[config.mk]
export PLATFORM = sky130hd
export DESIGN_NAME = cp0_ctrl_regs
export DESIGN_NICKNAME = d
export VERILOG_FILES = /design/src/rtl/cp0_ctrl_pkg.sv /design/src/rtl/cp0_stat_unit.sv /design/src/rtl/cp0_spare_bank.sv /design/src/rtl/cp0_swi_eval.sv /design/src/rtl/cp0_ctrl_regs.sv
export SDC_FILE = /design/constraint.sdc
export NUM_CORES = 2
export LEC_CHECK = 0
export BUFFER_PORTS_ARGS = -buffer_cell sky130_fd_sc_hd__buf_2
export CORE_MARGIN = 2
export CORE_UTILIZATION = 40
export DETAILED_ROUTE_END_ITERATION = 8
export GPL_TIMING_DRIVEN = 0
export PLACE_DENSITY = 0.54
export SETUP_SLACK_MARGIN = 0.4
export SKIP_LAST_GASP = 1
export SYNTH_ARGS = -nofsm -noshare
export SYNTH_HDL_FRONTEND = slang
export SYNTH_SLANG_ARGS = --single-unit
[constraint.sdc]
create_clock -name clk -period 2.6 [get_ports clk]
set_input_delay 0.26 -clock clk [delete_from_list [all_inputs] [get_ports clk]]
set_output_delay 0.26 -clock clk [all_outputs]
set_load 0.03 [all_outputs]
[src/rtl/cp0_ctrl_pkg.sv]
package cp0_ctrl_pkg;
   localparam int unsigned CP0_DATA_W = 32;
   localparam int unsigned CP0_IDX_W  = 5;
   localparam int unsigned CP0_STAT   = 12;
   localparam int unsigned CP0_CAUSE  = 13;

   // one-hot write decode shared by the sub-blocks
   typedef struct packed {
      logic stat;
      logic cause;
      logic spare;
   } cp0_wsel_t;
endpackage

[src/rtl/cp0_stat_unit.sv]
module cp0_stat_unit
   import cp0_ctrl_pkg::*;
#(
   parameter int unsigned DATA_W    = 32,
   parameter int unsigned STACK_LVL = 3,
   parameter int unsigned LVL_W     = 2,
   parameter logic [DATA_W-1:0] HOLD_MASK = 32'h0000_FC00
) (
   input  logic              clk,
   input  logic              rst_n,
   input  cp0_wsel_t         wsel,
   input  logic [DATA_W-1:0] wr_data,
   input  logic              rfe,
   output logic [DATA_W-1:0] status_q,
   output logic [DATA_W-1:0] cause_q
);
   localparam int unsigned STK_W = STACK_LVL * LVL_W;
   localparam int unsigned POP_W = (STACK_LVL - 1) * LVL_W;

   if (STACK_LVL < 2) begin : g_bad_lvl
      $error("STACK_LVL must be at least 2");
   end
   if (STK_W >= DATA_W) begin : g_bad_stk
      $error("mode stack does not fit in DATA_W");
   end

   logic [DATA_W-1:0] popped;
   assign popped = {status_q[DATA_W-1:POP_W], status_q[STK_W-1:LVL_W]};

   always_ff @(posedge clk) begin
      if (!rst_n) begin
         status_q <= '0;
         cause_q  <= '0;
      end else begin
         if (wsel.stat)
            status_q <= wr_data;
         else if (rfe)
            status_q <= popped;
         if (wsel.cause)
            cause_q <= wr_data & ~HOLD_MASK;
      end
   end
endmodule

[src/rtl/cp0_spare_bank.sv]
module cp0_spare_bank #(
   parameter int unsigned DATA_W     = 32,
   parameter int unsigned IDX_W      = 5,
   parameter int unsigned STAT_IDX   = 12,
   parameter int unsigned CAUSE_IDX  = 13,
   parameter bit          KEEP_SPARE = 1'b1
) (
   input  logic              clk,
   input  logic              rst_n,
   input  logic              wr_en,
   input  logic [IDX_W-1:0]  wr_idx,
   input  logic [DATA_W-1:0] wr_data,
   output logic [DATA_W-1:0] spare_q [1<<IDX_W]
);
   localparam int unsigned NREG = 1 << IDX_W;

   for (genvar g = 0; g < NREG; g++) begin : g_reg
      if (KEEP_SPARE && g != STAT_IDX && g != CAUSE_IDX) begin : g_store
         always_ff @(posedge clk) begin
            if (!rst_n)
               spare_q[g] <= '0;
            else if (wr_en && wr_idx == IDX_W'(g))
               spare_q[g] <= wr_data;
         end
      end else begin : g_zero
         assign spare_q[g] = '0;
      end
   end
endmodule

[src/rtl/cp0_swi_eval.sv]
module cp0_swi_eval #(
   parameter int unsigned DATA_W   = 32,
   parameter int unsigned IE_BIT   = 0,
   parameter logic [DATA_W-1:0] SWI_MASK = 32'h0000_0300
) (
   input  logic              clk,
   input  logic              rst_n,
   input  logic              trig,
   input  logic [DATA_W-1:0] status_q,
   input  logic [DATA_W-1:0] cause_q,
   output logic              swi_req
);
   if (IE_BIT >= DATA_W) begin : g_bad_ie
      $error("IE_BIT outside DATA_W");
   end

   logic chk_q;
   always_ff @(posedge clk) begin
      if (!rst_n) chk_q <= 1'b0;
      else        chk_q <= trig;
   end

   assign swi_req = chk_q && status_q[IE_BIT] && (|(status_q & cause_q & SWI_MASK));
endmodule

[src/rtl/cp0_ctrl_regs.sv]
module cp0_ctrl_regs
   import cp0_ctrl_pkg::*;
#(
   parameter int unsigned DATA_W     = CP0_DATA_W,
   parameter int unsigned IDX_W      = CP0_IDX_W,
   parameter int unsigned STAT_IDX   = CP0_STAT,
   parameter int unsigned CAUSE_IDX  = CP0_CAUSE,
   parameter bit          KEEP_SPARE = 1'b1
) (
   input  logic              clk,
   input  logic              rst_n,
   input  logic              wr_en,
   input  logic [IDX_W-1:0]  wr_idx,
   input  logic [DATA_W-1:0] wr_data,
   input  logic [IDX_W-1:0]  rd_idx,
   output logic [DATA_W-1:0] rd_data,
   input  logic              rfe,
   output logic              swi_req,
   output logic [DATA_W-1:0] swi_cause
);
   localparam int unsigned NREG = 1 << IDX_W;

   if (STAT_IDX >= NREG || CAUSE_IDX >= NREG || STAT_IDX == CAUSE_IDX) begin : g_bad_idx
      $error("Status/Cause indices invalid for IDX_W");
   end

   cp0_wsel_t         wsel;
   logic [DATA_W-1:0] status_q, cause_q;
   logic [DATA_W-1:0] spare_q [NREG];

   always_comb begin
      wsel.stat  = wr_en && (wr_idx == IDX_W'(STAT_IDX));
      wsel.cause = wr_en && (wr_idx == IDX_W'(CAUSE_IDX));
      wsel.spare = wr_en && !wsel.stat && !wsel.cause;
   end

   cp0_stat_unit #(.DATA_W(DATA_W)) u_stat (
      .clk(clk), .rst_n(rst_n), .wsel(wsel), .wr_data(wr_data), .rfe(rfe),
      .status_q(status_q), .cause_q(cause_q));

   cp0_spare_bank #(.DATA_W(DATA_W), .IDX_W(IDX_W), .STAT_IDX(STAT_IDX),
                    .CAUSE_IDX(CAUSE_IDX), .KEEP_SPARE(KEEP_SPARE)) u_spare (
      .clk(clk), .rst_n(rst_n), .wr_en(wsel.spare), .wr_idx(wr_idx),
      .wr_data(wr_data), .spare_q(spare_q));

   cp0_swi_eval #(.DATA_W(DATA_W)) u_swi (
      .clk(clk), .rst_n(rst_n), .trig(wsel.stat || wsel.cause),
      .status_q(status_q), .cause_q(cause_q), .swi_req(swi_req));

   always_comb begin
      if (rd_idx == IDX_W'(STAT_IDX))       rd_data = status_q;
      else if (rd_idx == IDX_W'(CAUSE_IDX)) rd_data = cause_q;
      else                                  rd_data = spare_q[rd_idx];
   end

   assign swi_cause = cause_q;
endmodule

* Yosys cells after proc, flatten, opt, wreduce, memory -nomap -nowiden
Cells that the tools add are included.
** Cells by class
- Add/sub/neg operators :: 0
- $mul :: 0
- Divide/modulo/power cells :: 0
- Order comparisons :: 1
- Equality and inequality tests :: 33
- Shift operators :: 0
- Multiplexer cells :: 7
- Bitwise gates (word level) :: 2
- Reductions and logical operators :: 42
** Operators by type and width (number)
- $bmux W32 S5 :: 1
- $mux W32 :: 5
- $eq A5 B5 Y1 const B :: 16
- $eq A5 B4 Y1 const B :: 10
- $logic_and A1 B1 Y1 :: 36
- $eq A5 B3 Y1 const B :: 4
- $and A10 B10 Y10 :: 1
- $eq A5 B2 Y1 const B :: 2
- $ge A6 B6 Y1 const B :: 1
- $not A5 Y6 :: 1
- $eq A5 B1 Y1 const B :: 1
- $logic_not A5 Y1 :: 1
- $mux W4 :: 1
- $logic_not A1 Y1 :: 2
- $reduce_bool A2 Y1 :: 1
- $reduce_or A2 Y1 :: 1
- $logic_or A1 B1 Y1 :: 1
** Word-level totals
- Register bits after elaboration :: 1019
- Bits in latches :: 0
- Memory bits (writable) :: 0
- Memory bits (read-only) :: 0
- Logic and storage cells :: 119
- Memories kept :: 0

* Logic depth before layout (Yosys ltp)
- Depth in word-level cells :: 6
- Mapped depth :: 10
- Gate-level depth less buffers :: 4

* Hierarchy
From an unflattened synthesis, not the netlist that was laid out.
** Second synthesis, totals
- Cell total of the unflattened synthesis :: 4325
- Area, all modules :: 45937.8 µm²
** Modules (own cells, without submodules)
- cp0_spare_bank :: times used 1, cells an instance 3325, area each 34546.9 µm²
- cp0_ctrl_regs :: times used 1, cells an instance 797, area each 9018.6 µm²
- cp0_stat_unit :: times used 1, cells an instance 198, area each 2331.0 µm²
- cp0_swi_eval :: times used 1, cells an instance 5, area each 41.3 µm²

* Worst setup path before layout
OpenSTA, ideal clock, no wires.
- Kind :: input to output
- Start point :: input port rd_idx[0]
- End point :: output port rd_data[3]
- Arrival time :: 2.202 ns
- Setup slack :: 0.138 ns
- Stages on the path :: 8
- Path buffers :: 4
- Cells stage by stage :: buf_6 > buf_12 > or3b_2 > clkbuf_1 > buf_2 > o22ai_1 > nor4_1 > a211oi_1
** On the way
- Longest elaborated chain between the ends :: 6
- Elaborated cells on any way between the ends :: 8
** RTL lines
- start: declaration :: line cp0_ctrl_regs.sv:15 : input logic [IDX_W-1:0] rd_idx,
- $not A5 Y6 (not written as such) :: line cp0_ctrl_regs.sv:53 : else rd_data = spare_q[rd_idx];
- $bmux W32 S5 :: line cp0_ctrl_regs.sv:53
- $mux W32 (not written as such) (2 in a row) :: line cp0_ctrl_regs.sv:53
- $mux W32 :: line cp0_ctrl_regs.sv:52 : else if (rd_idx == IDX_W'(CAUSE_IDX)) rd_data = cause_q;
- $mux W32 * :: line cp0_ctrl_regs.sv:51 : if (rd_idx == IDX_W'(STAT_IDX)) rd_data = status_q;
- end: declaration :: line cp0_ctrl_regs.sv:16 : output logic [DATA_W-1:0] rd_data,
Every way passes the cells marked *; elsewhere a longest branch is shown, timed or not. The select of a mux whose other input is x is not followed.

* Worst setup path after layout
- Start point :: input port rd_idx[2]
- End point :: output port rd_data[9]
Same word-level chain as after synthesis.

==> out/results.ini <==
[sta]
fin_crit_sh = 1.18
hold_viol_final = 0
setup_tns_ps = -8550
period_minus_slack_ps = 3070
max_freq_mhz = 326
fin_worst_skew_ps = 7.89
setup_viol = 32
setup_ws_ps = -467
final_max_slew_viol_count = 11
rsz0062_at_grt = true
worst_pin_slew_ps = 1620
slew_headroom = -0.0815

[clock_network]
cts.htree.levels = 3
cts_tree = done
cts_inserted_buffers = 115
clk_latency_ps = 730
cts-root-buf = clkbuf_16
cts.sinks = 1019
clk_pin_slew_worst_paths_ps = 70
clk_path_buf_depth = 3

[floorplan]
rows = 125
start_util = 0.402
ios = 111
die_h_um = 345
die-area_sq_mm = 0.119
core-area_sq_mm = 0.116
fp.dieW_um = 345

[routing]
dr.pass1.iters = 8
viasPerCell = 5.81
drt_wl_total_um = 220000
first_iter_violations = 5481
detail-route-antenna-nets = 0
drc = 0
vias = 42860
wl_per_cell_um = 29.8

[critical_path]
required_ps = 2340
crit_top_cell = buf_4
rrSetupSlack_ps = 1550
crit_arrival_ps = 2810
path_max_fanout = 10
cp-end-kind = primary output
startpoint_type = input port
reg2reg_from = u_stat.cause_q[5]$_SDFFE_PN0P_
critical_path.max_stage_delay_ps = 580
timing.rr.end = u_stat.cause_q[5]$_SDFFE_PN0P_
crit_slowest_cell = o211ai_1
r2r_cells = 2
path_class = in -> out
path_cells = buf_2 -> buf_4 -> or3b_2 -> clkbuf_4 -> clkbuf_8 -> o22ai_2 -> nor4_4 -> o211ai_1 -> buf_4

[finish]
final_cells = 7374
fill_cells = 11293
finalNetCount = 5795
drive_gt1_frac = 0.146
area_delta_synth_final_pct = 20.2

[logic_synthesis]
netlist_area_sq_mm = 0.0466
synth_cell_types = 61
synthesis.instances = 5460
synthFlopType = dfxtp_1
ys_warn_count = 0
ys_seq_area_frac = 0.438
synthArstFlopShare = 0
ys_ff_latch = 1019
syn_avg_cell_area_sq_um = 8.53
synth_edf_count = 0

[global_routing]
grt-ovfl-total = 0
antenna_found_initial = 18
grt_first_pass_wirelength_um = 302000
grt_max_degree = 16
track_usage = 0.356
grt_pass1_vias = 38889

[placed_design]
gp_congestion = 1.04
dpl_worst_slack_ps = -1980
numPortBuffers = 100
dp_cells = 7089
dp_hpwl_um = 162000

[min_path]
whs_endpoint = u_stat.status_q[0]$_SDFFE_PN0P_
hp-start = rfe
hold_depth = 4
hold_class = in -> reg

[run]
drv.max_cap_violation_count = 2

[power]
p_per_area_mw_per_mm2 = 654
peakVddDrop_mv = 0.550
p_leak_nw = 18.4
totalPowerFinal_mw = 36.6

[run_status]
outcome = finished, violations left
violations = max-capacitance violations, max-slew violations, negative setup slack

==> state kept, by name, summed over array words and instances (netlist names) <==
name             cells
u_stat.cause_q      26
u_spare.spare_q    960
u_stat.status_q     32
u_swi.chk_q          1
==> cells by family after synthesis <==
logic type      synth area share
simple gates               0.192
compound gates             0.194
flops                      0.438
buf+inv                   0.0504
mux                        0.125
other cells            0.0000805
==> cell usage in the layout, fill, tap and decap left out, drive strengths merged, types with 5 or more instances in the layout <==
| cell type | synthesis | routed |
|---|---|---|
| bufinv | 0 | 15 |
| nor4 | 17 | 17 |
| diode | 0 | 5 |
| nand2 | 2097 | 2097 |
| inv | 17 | 21 |
| nor2b | 13 | 13 |
| o211ai | 15 | 15 |
| mux2i | 211 | 211 |
| mux4 | 142 | 142 |
| conb | 1 | 6 |
| a21boi | 1014 | 1014 |
| clkbuf | 421 | 590 |
| mux2 | 35 | 35 |
| nand3b | 17 | 17 |
| o22ai | 55 | 55 |
| dfxtp | 1019 | 1019 |
| a22oi | 45 | 45 |
| a211o | 7 | 7 |
| dlygate4sd3 | 0 | 32 |
| nand2b | 7 | 7 |
| a21oi | 45 | 45 |
| nand3 | 40 | 40 |
| nor2 | 47 | 47 |
| o22a | 7 | 7 |
| clkinv | 1 | 23 |
| buf | 111 | 247 |
| nor3 | 7 | 7 |
| o32ai | 7 | 7 |
| and2 | 8 | 8 |
==> layer usage <==
| layer | vias up | part of all wire | track usage |
|---|---|---|---|
| met4 | 6 | 0.066 | 0.199 |
| li1 | 18911 | - | - |
| met2 | 2367 | 0.41 | 0.506 |
| met1 | 21055 | 0.41 | 0.490 |
| met3 | 521 | 0.11 | 0.0917 |
| met5 | - | 0.00047 | 0 |
==> metrics by stage <==
| step | utilization | instance area (sq um) | hold WS, ps |
|---|---|---|---|
| 6_report | 0.483 | 56000 | 176 |
| 5_1_grt | 0.483 | 56000 | 172 |
| 4_1_cts | 0.479 | 55500 | 126 |
| 3_5_place_dp | 0.424 | 49100 | 442 |
| 3_3_place_gp | 0.424 | 49100 | 436 |
| 2_1_floorplan | - | 46700 | 405 |
==> worst max path at each step <==
stage,start,end
after floorplan,rd_idx[1],rd_data[8]
after global placement,rd_idx[1],rd_data[2]
after detailed placement,rd_idx[1],rd_data[2]
after CTS,u_spare.spare_q[18]$_SDFFE_PN0P_,rd_data[18]
after global routing,u_spare.spare_q[493]$_SDFFE_PN0P_,rd_data[13]
final,rd_idx[2],rd_data[9]
==> cells in the mapped netlist (9+ instances only) <==
cell | instances | area share
nor2_1 | 47 | 0.0038
o22ai_1 | 55 | 0.0074
a22oi_1 | 44 | 0.0071
nand3_1 | 40 | 0.0043
nor4_1 | 17 | 0.0023
nand2_1 | 2097 | 0.17
buf_2 | 66 | 0.0071
buf_1 | 9 | 0.00072
nand3b_1 | 17 | 0.0027
a21boi_0 | 880 | 0.14
mux4_1 | 35 | 0.020
nor2b_1 | 13 | 0.0017
buf_6 | 13 | 0.0031
clkbuf_1 | 420 | 0.034
mux2_2 | 35 | 0.0085
inv_1 | 17 | 0.0014
buf_4 | 22 | 0.0035
a21boi_1 | 134 | 0.022
mux2i_1 | 211 | 0.045
o211ai_1 | 15 | 0.0024
mux4_2 | 107 | 0.052
a21oi_1 | 45 | 0.0048
dfxtp_1 | 1019 | 0.44
==> cell type report <==
| cell class | instances | area [sq um] | area share |
|---|---|---|---|
| clock inverter | 43 | 637 | 0.0114 |
| multi-input combinational | 3896 | 25300 | 0.452 |
| antenna | 5 | 12.5 | 0.000223 |
| inverter | 18 | 67.6 | 0.00121 |
| clock buffer | 170 | 3420 | 0.0610 |
| buffer | 532 | 2880 | 0.0515 |
| sequential | 1019 | 20400 | 0.365 |
| timing repair buffer | 167 | 1320 | 0.0236 |
| tap | 1524 | 1910 | 0.0340 |
==> critical path, delay by kind of cell <==
kind,cells,cell delay (ps)
buffers and inverters,5,1170
AO/OA/AOI/OAI,2,790
AND/OR/NAND/NOR,2,550
==> report_power, final <==
group          leakage, nW  switching [mW]  internal [mW]
Sequential            8.23          0.0727           15.7
Clock                 2.00            7.09           10.6
Combinational         8.14            2.21          0.976
==> timing repair <==
action / 4_1_cts / 5_1_grt
hold buffers: 32 / 0
endpoints found under the setup margin: 144 / 261
resized for setup: 463 / 96
pin swaps: 53 / 46
buffers inserted: 19 / 16
endpoints found under the hold margin: 58 / 0
(Power assumes the default switching activity.)
